--- src/rtl/dwc_pkg.sv ---
package dwc_pkg;
    localparam int REG_W = 32;
    localparam int CNT_W = 16;
    localparam int CNT_LSB = REG_W - CNT_W;

    // control word bit positions
    localparam int B_EN  = 0;
    localparam int B_DIR = 1;
    localparam int B_NB  = 2;
    localparam int B_IE  = 3;
    localparam int B_HIT = 4;

    typedef enum logic {
        SEL_CTRL = 1'b0,
        SEL_ADDR = 1'b1
    } reg_sel_t;

    typedef enum logic [1:0] {
        ST_OFF   = 2'd0,
        ST_ARMED = 2'd1,
        ST_HIT   = 2'd2
    } hit_state_t;

    typedef struct packed {
        logic en;
        logic dir_rd;
        logic nonburst;
        logic irq_en;
    } ctrl_t;
endpackage

--- src/rtl/dwc_regs.sv ---
module dwc_regs
    import dwc_pkg::*;
#(
    parameter int AW = 32
) (
    input  logic              clk,
    input  logic              rst_n,
    input  logic              reg_wr,
    input  logic              reg_sel,
    input  logic [REG_W-1:0]  reg_wdata,
    input  logic              snoop_valid,
    output ctrl_t             ctrl,
    output logic [AW-1:0]     addr_cmp,
    output logic [CNT_W-1:0]  count,
    output logic              clr_req
);
    localparam logic [CNT_W-1:0] CNT_MAX = {CNT_W{1'b1}};

    logic wr_ctrl;
    logic wr_addr;
    logic cnt_step;

    assign wr_ctrl  = reg_wr && (reg_sel == SEL_CTRL);
    assign wr_addr  = reg_wr && (reg_sel == SEL_ADDR);
    assign clr_req  = wr_ctrl && reg_wdata[B_HIT];
    assign cnt_step = snoop_valid && ctrl.en && (count != CNT_MAX);

    always_ff @(posedge clk) begin
        if (!rst_n) begin
            ctrl     <= '0;
            addr_cmp <= '0;
            count    <= '0;
        end else begin
            if (wr_ctrl) begin
                ctrl.en       <= reg_wdata[B_EN];
                ctrl.dir_rd   <= reg_wdata[B_DIR];
                ctrl.nonburst <= reg_wdata[B_NB];
                ctrl.irq_en   <= reg_wdata[B_IE];
                count         <= reg_wdata[REG_W-1:CNT_LSB];
            end else if (cnt_step) begin
                count <= count + 1'b1;
            end
            if (wr_addr) begin
                addr_cmp <= reg_wdata[AW-1:0];
            end
        end
    end

    AST_CNT_SAT: assert property (@(posedge clk) disable iff (!rst_n)
        (count == CNT_MAX && !wr_ctrl) |=> (count == CNT_MAX));
    AST_CNT_IDLE: assert property (@(posedge clk) disable iff (!rst_n)
        (!ctrl.en && !wr_ctrl) |=> $stable(count));
    AST_CNT_STEP: assert property (@(posedge clk) disable iff (!rst_n)
        (snoop_valid && ctrl.en && !wr_ctrl && count != CNT_MAX)
        |=> (count == $past(count) + 1'b1));
endmodule

--- src/rtl/dwc_match.sv ---
module dwc_match
    import dwc_pkg::*;
#(
    parameter int AW = 32
) (
    input  logic          clk,
    input  logic          rst_n,
    input  ctrl_t         ctrl,
    input  logic [AW-1:0] addr_cmp,
    input  logic          snoop_valid,
    input  logic [AW-1:0] snoop_addr,
    input  logic          snoop_read,
    input  logic          snoop_burst,
    output logic          match
);
    logic addr_eq;
    logic dir_eq;
    logic kind_eq;

    always_comb begin
        addr_eq = (snoop_addr == addr_cmp);
        dir_eq  = (snoop_read == ctrl.dir_rd);
        kind_eq = (snoop_burst != ctrl.nonburst);
        match   = snoop_valid && ctrl.en && addr_eq && dir_eq && kind_eq;
    end

    AST_NO_MATCH_OFF: assert property (@(posedge clk) disable iff (!rst_n)
        !(ctrl.en && snoop_valid) |-> !match);
    AST_MATCH_ADDR: assert property (@(posedge clk) disable iff (!rst_n)
        match |-> (snoop_addr == addr_cmp));
endmodule

--- src/rtl/dwc_fsm.sv ---
module dwc_fsm
    import dwc_pkg::*;
(
    input  logic clk,
    input  logic rst_n,
    input  logic enable,
    input  logic match,
    input  logic clr_req,
    output logic hit
);
    hit_state_t state, state_nx;

    always_ff @(posedge clk) begin
        if (!rst_n) state <= ST_OFF;
        else        state <= state_nx;
    end

    always_comb begin
        state_nx = state;
        unique case (state)
            ST_OFF: begin
                if (match)       state_nx = ST_HIT;
                else if (enable) state_nx = ST_ARMED;
            end
            ST_ARMED: begin
                if (match)        state_nx = ST_HIT;
                else if (!enable) state_nx = ST_OFF;
            end
            ST_HIT: begin
                if (match)        state_nx = ST_HIT;
                else if (clr_req) state_nx = enable ? ST_ARMED : ST_OFF;
            end
            default: state_nx = ST_OFF;
        endcase
    end

    always_comb begin
        hit = (state == ST_HIT);
    end

    AST_SET_WINS: assert property (@(posedge clk) disable iff (!rst_n)
        match |=> hit);
    AST_W1C: assert property (@(posedge clk) disable iff (!rst_n)
        (hit && clr_req && !match) |=> !hit);
    AST_STICKY: assert property (@(posedge clk) disable iff (!rst_n)
        (hit && !clr_req) |=> hit);
    AST_NO_SPURIOUS: assert property (@(posedge clk) disable iff (!rst_n)
        (!hit && !match) |=> !hit);
endmodule

--- src/rtl/dma_watch_cmp.sv ---
module dma_watch_cmp
    import dwc_pkg::*;
#(
    parameter int AW = 32
) (
    input  logic             clk,
    input  logic             rst_n,
    input  logic             reg_wr,
    input  logic             reg_sel,
    input  logic [REG_W-1:0] reg_wdata,
    output logic [REG_W-1:0] reg_rdata,
    input  logic             snoop_valid,
    input  logic [AW-1:0]    snoop_addr,
    input  logic             snoop_read,
    input  logic             snoop_burst,
    output logic             hwe_irq
);
    localparam int PAD_W = REG_W - AW;

    ctrl_t            ctrl;
    logic [AW-1:0]    addr_cmp;
    logic [CNT_W-1:0] count;
    logic             clr_req;
    logic             match;
    logic             hit;

    dwc_regs #(.AW(AW)) u_regs (
        .clk(clk), .rst_n(rst_n), .reg_wr(reg_wr), .reg_sel(reg_sel),
        .reg_wdata(reg_wdata), .snoop_valid(snoop_valid), .ctrl(ctrl),
        .addr_cmp(addr_cmp), .count(count), .clr_req(clr_req)
    );

    dwc_match #(.AW(AW)) u_match (
        .clk(clk), .rst_n(rst_n), .ctrl(ctrl), .addr_cmp(addr_cmp),
        .snoop_valid(snoop_valid), .snoop_addr(snoop_addr),
        .snoop_read(snoop_read), .snoop_burst(snoop_burst), .match(match)
    );

    dwc_fsm u_fsm (
        .clk(clk), .rst_n(rst_n), .enable(ctrl.en), .match(match),
        .clr_req(clr_req), .hit(hit)
    );

    always_comb begin
        if (reg_sel == SEL_ADDR) begin
            if (PAD_W > 0) reg_rdata = {{PAD_W{1'b0}}, addr_cmp};
            else           reg_rdata = addr_cmp;
        end else begin
            reg_rdata = '0;
            reg_rdata[REG_W-1:CNT_LSB] = count;
            reg_rdata[B_HIT] = hit;
            reg_rdata[B_IE]  = ctrl.irq_en;
            reg_rdata[B_NB]  = ctrl.nonburst;
            reg_rdata[B_DIR] = ctrl.dir_rd;
            reg_rdata[B_EN]  = ctrl.en;
        end
        hwe_irq = hit && ctrl.irq_en;
    end

    AST_IRQ_NEEDS_HIT: assert property (@(posedge clk) disable iff (!rst_n)
        hwe_irq |-> (reg_sel == SEL_ADDR || reg_rdata[B_HIT]));
endmodule

--- config.mk ---
export PLATFORM = sky130hd
export DESIGN_NAME = dma_watch_cmp
export DESIGN_NICKNAME = d
export VERILOG_FILES = /design/src/rtl/dwc_pkg.sv /design/src/rtl/dwc_regs.sv /design/src/rtl/dwc_match.sv /design/src/rtl/dwc_fsm.sv /design/src/rtl/dma_watch_cmp.sv
export SDC_FILE = /design/constraint.sdc
export NUM_CORES = 1
export LEC_CHECK = 0
export ABC_AREA = 1
export BUFFER_PORTS_ARGS = -buffer_cell sky130_fd_sc_hd__buf_2
export CORE_MARGIN = 8
export CORE_UTILIZATION = 44
export DETAILED_ROUTE_END_ITERATION = 16
export GPL_TIMING_DRIVEN = 0
export PLACE_DENSITY = 0.7
export SYNTH_ARGS = -nofsm -noshare
export SYNTH_HDL_FRONTEND = slang
export SYNTH_SLANG_ARGS = --single-unit
--- constraint.sdc ---
create_clock -name clk -period 4.4 [get_ports clk]
set_input_delay 0.44 -clock clk [delete_from_list [all_inputs] [get_ports clk]]
set_output_delay 0.44 -clock clk [all_outputs]
set_load 0.005 [all_outputs]
==> results_dict.tcl <==
set metrics [dict create \
    cts_buffers 5 \
    via_count 3967 \
    hpwl_um 9450 \
    synth_compound_area_frac 0.195 \
    path_cells "buf_2 -> clkbuf_1 -> nand2_1 -> o21ai_0 -> buf_2" \
    path_class "input pin to output port" \
    synth_top_family_by_area "simple AND/OR/NAND/NOR gates" \
    grt_use_met3 0.0483 \
    cts_sinks 54 \
    synth_fa_ha_area_frac 0.00365 \
    clock_latency_ns 0.31 \
    met1_usage 0.267 \
    fmax_mhz 517 \
    cp_max_fo 10 \
    slew_viol_final 0 \
    arrival_ns 1.49 \
    ys_async_sr_fraction 0 \
    cts_setup_buffers 0 \
    grt_max_degree 16 \
    die_h_um 104 \
    drtIter0Drc 212 \
    routed_wl_um 11700 \
    post_drt_wl_per_cell_um 15.0 \
    cp_slowest_cell "clkbuf_1" \
    p_per_area_nw_per_um2 277 \
    syn_area_per_cell_sq_um 5.98 \
    crit_family "buffers and inverters" \
    finalSetupViolations 0 \
    rsz0062_at_grt "no" \
    synth_nets 645 \
    total_leakage_power_nw 2.13 \
    worstPathRequired_ns 3.96 \
    synthXorXnorAreaFrac 0.0383 \
    firstDrtPassIters 5 \
    die_w_um 104 \
    fin_crit_ns 1.93 \
    clockRootBuffer "clkbuf_8" \
    grt_pass1_vias 3857 \
    gp_congestion 0.925 \
    io_buffers 102 \
    h-tree-depth 2 \
    clockBufferDepth 2 \
    drive_above_1_share 0.204 \
    cp_common_cell "buf_2" \
    cts.clk_slew.worst_paths_ns 0.10 \
    synthMuxAreaShare 0 \
    multi_input_area_sq_um 1870 \
    num_antenna_cells 0 \
    hold_violations 0 \
    start_util 0.448 \
    rows 32 \
    core-area_sq_um 7650 \
    cts_tree "done" \
    fin_tns_setup_ns 0 \
    grt_pass1_wl_um 18900 \
    cts_hold_buf 0 \
    final_antenna_net_count 0 \
    dieArea_sq_um 10900 \
    post-route-util 0.546 \
    drc 0 \
    worstSetupStartpointType "input pin" \
    via_per_inst 5.05 \
    fin_skew_ns 0.00419 \
    max_stage_delay_ns 0.46 \
    status "finished clean" \
    post_cts_resized 0 \
    use_met2 0.354 \
    seq_area_sq_um 1080 \
    synth_seq_cells 54 \
    worst_pin_slew_ns 0.624 \
    pin_count 104 \
    nFillCells 829 \
    layout.nets 754 \
    synth_area_sq_um 3430 \
    worstSetupEndpointType "output port" \
    slew_headroom 0.584 \
    cap_violations 0 \
    busiest_layer "met2" \
    overflow 0 \
    grt_util_all_layers 0.211 \
    synthSimpleGateAreaFrac 0.308 \
    ys_warn_count 0 \
    antenna_found_initial 0 \
    ir_worst_vdd_uv 157 \
    yosys_most_used_dff "dfxtp_1" \
    synth_cell_types 30 \
    synth-seq-area-share 0.315 \
    synth_enable_flop_cells 0 \
    hold_path_class "input pin to flip-flop" \
    syn_inst 573 \
    fin_crit_sh 0.439 \
    synthToLayoutAreaGrowth_pct 21.7 \
    critPathBufInv 3 \
]
[state kept, by name, summed over array words and instances, names as in the netlist]
register / count
u_regs.addr_cmp: 32
u_regs.count: 16
u_regs.ctrl: 4
u_fsm.state: 2
[metal layers]
metal  part of all wire  routed length [um]
met5                  0                   0
met4              0.015                 176
met3              0.090                1060
met2               0.46                5420
met1               0.43                5090
[through the flow]
stage                     hold slack [ns]  instances  instance area [sq um]  setup slack [ns]  power, mW
after floorplan                     0.445        573                   3430              2.89      0.712
after global placement              0.469        777                   4070              2.46      0.819
after detailed placement            0.478        777                   4070              2.45      0.824
after CTS                           0.391        785                   4170              2.47       1.16
after global routing                0.407        785                   4170              2.34       1.21
final                               0.390        785                   4170              2.47       1.15
[synthesized netlist by cell type, types with 2 or more instances]
| cell type | count | share of area |
|---|---|---|
| a31oi_1 | 11 | 0.020 |
| inv_1 | 89 | 0.097 |
| xnor2_1 | 4 | 0.010 |
| nand3_1 | 12 | 0.018 |
| o21ai_1 | 8 | 0.012 |
| inv_2 | 7 | 0.0077 |
| nor3_1 | 7 | 0.010 |
| nor3_2 | 4 | 0.012 |
| nand4_1 | 2 | 0.0036 |
| a21oi_1 | 36 | 0.053 |
| buf_6 | 3 | 0.0099 |
| xor2_1 | 11 | 0.028 |
| nand2_2 | 4 | 0.0073 |
| nor2_2 | 5 | 0.0091 |
| nor2_1 | 43 | 0.047 |
| clkbuf_1 | 17 | 0.019 |
| o21ai_0 | 67 | 0.098 |
| dfxtp_1 | 54 | 0.32 |
| buf_2 | 2 | 0.0029 |
| nand2_1 | 177 | 0.19 |
[cell families (layout without fill, tap and decap cells)]
logic type,after synthesis,count (layout)
simple gates,257,257
compound gates,126,126
buf+inv,120,230
flops,54,54
xor+xnor,15,15
fa+ha+maj,1,1
[placed cells by master, fill, tap and decap left out, types with 2 or more instances in the layout]
cell / instances
o21ai_1: 8
nand2_2: 4
nand4_1: 2
buf_6: 3
inv_1: 89
nand2_1: 177
xnor2_1: 4
nor3_1: 7
nor2_1: 43
buf_2: 104
nor2_2: 5
inv_2: 7
dfxtp_1: 54
clkbuf_8: 5
a21oi_1: 36
xor2_1: 11
nor3_2: 4
a31oi_1: 11
o21ai_0: 67
clkbuf_1: 19
nand3_1: 12
[area by class of cell]
class / instances / share of cell area
tap: 102 / 0.0306
clock buffer: 7 / 0.0183
clock inverter: 1 / 0.00720
multi-input combinational: 399 / 0.448
buffer: 24 / 0.0285
sequential: 54 / 0.259
inverter: 96 / 0.0864
timing repair buffer: 102 / 0.122
[final timing paths]
| path | from | to | slack (ns) | depth (start not counted) |
|---|---|---|---|---|
| min reg2reg | u_regs.addr_cmp[8] | u_regs.addr_cmp[8] | 0.49 | 2 |
| max reg2reg | u_regs.count[1] | u_regs.count[8] | 2.65 | 9 |
| max | reg_sel | reg_rdata[20] | 2.47 | 5 |
| min | reg_wdata[4] | u_regs.addr_cmp[4] | 0.39 | 3 |
[power breakdown]
| part | switching (mW) | leakage, nW | internal (mW) |
|---|---|---|---|
| sequential | 0.0298 | 0.445 | 0.523 |
| combinational | 0.160 | 1.63 | 0.102 |
| clock | 0.168 | 0.0524 | 0.171 |
| total | 0.358 | 2.13 | 0.796 |
[worst reg2reg max path, stage by stage, from the launching register on]
cell and delay (ns):
dfxtp_1 0.42, ha_1 0.23, nand2_2 0.08, nor2_2 0.11
nand2_1 0.12, o21ai_4 0.22, nand2_4 0.12, buf_6 0.17
o21ai_1 0.12, a21oi_1 0.06
Note: power is estimated with default switching activity, not from simulation.
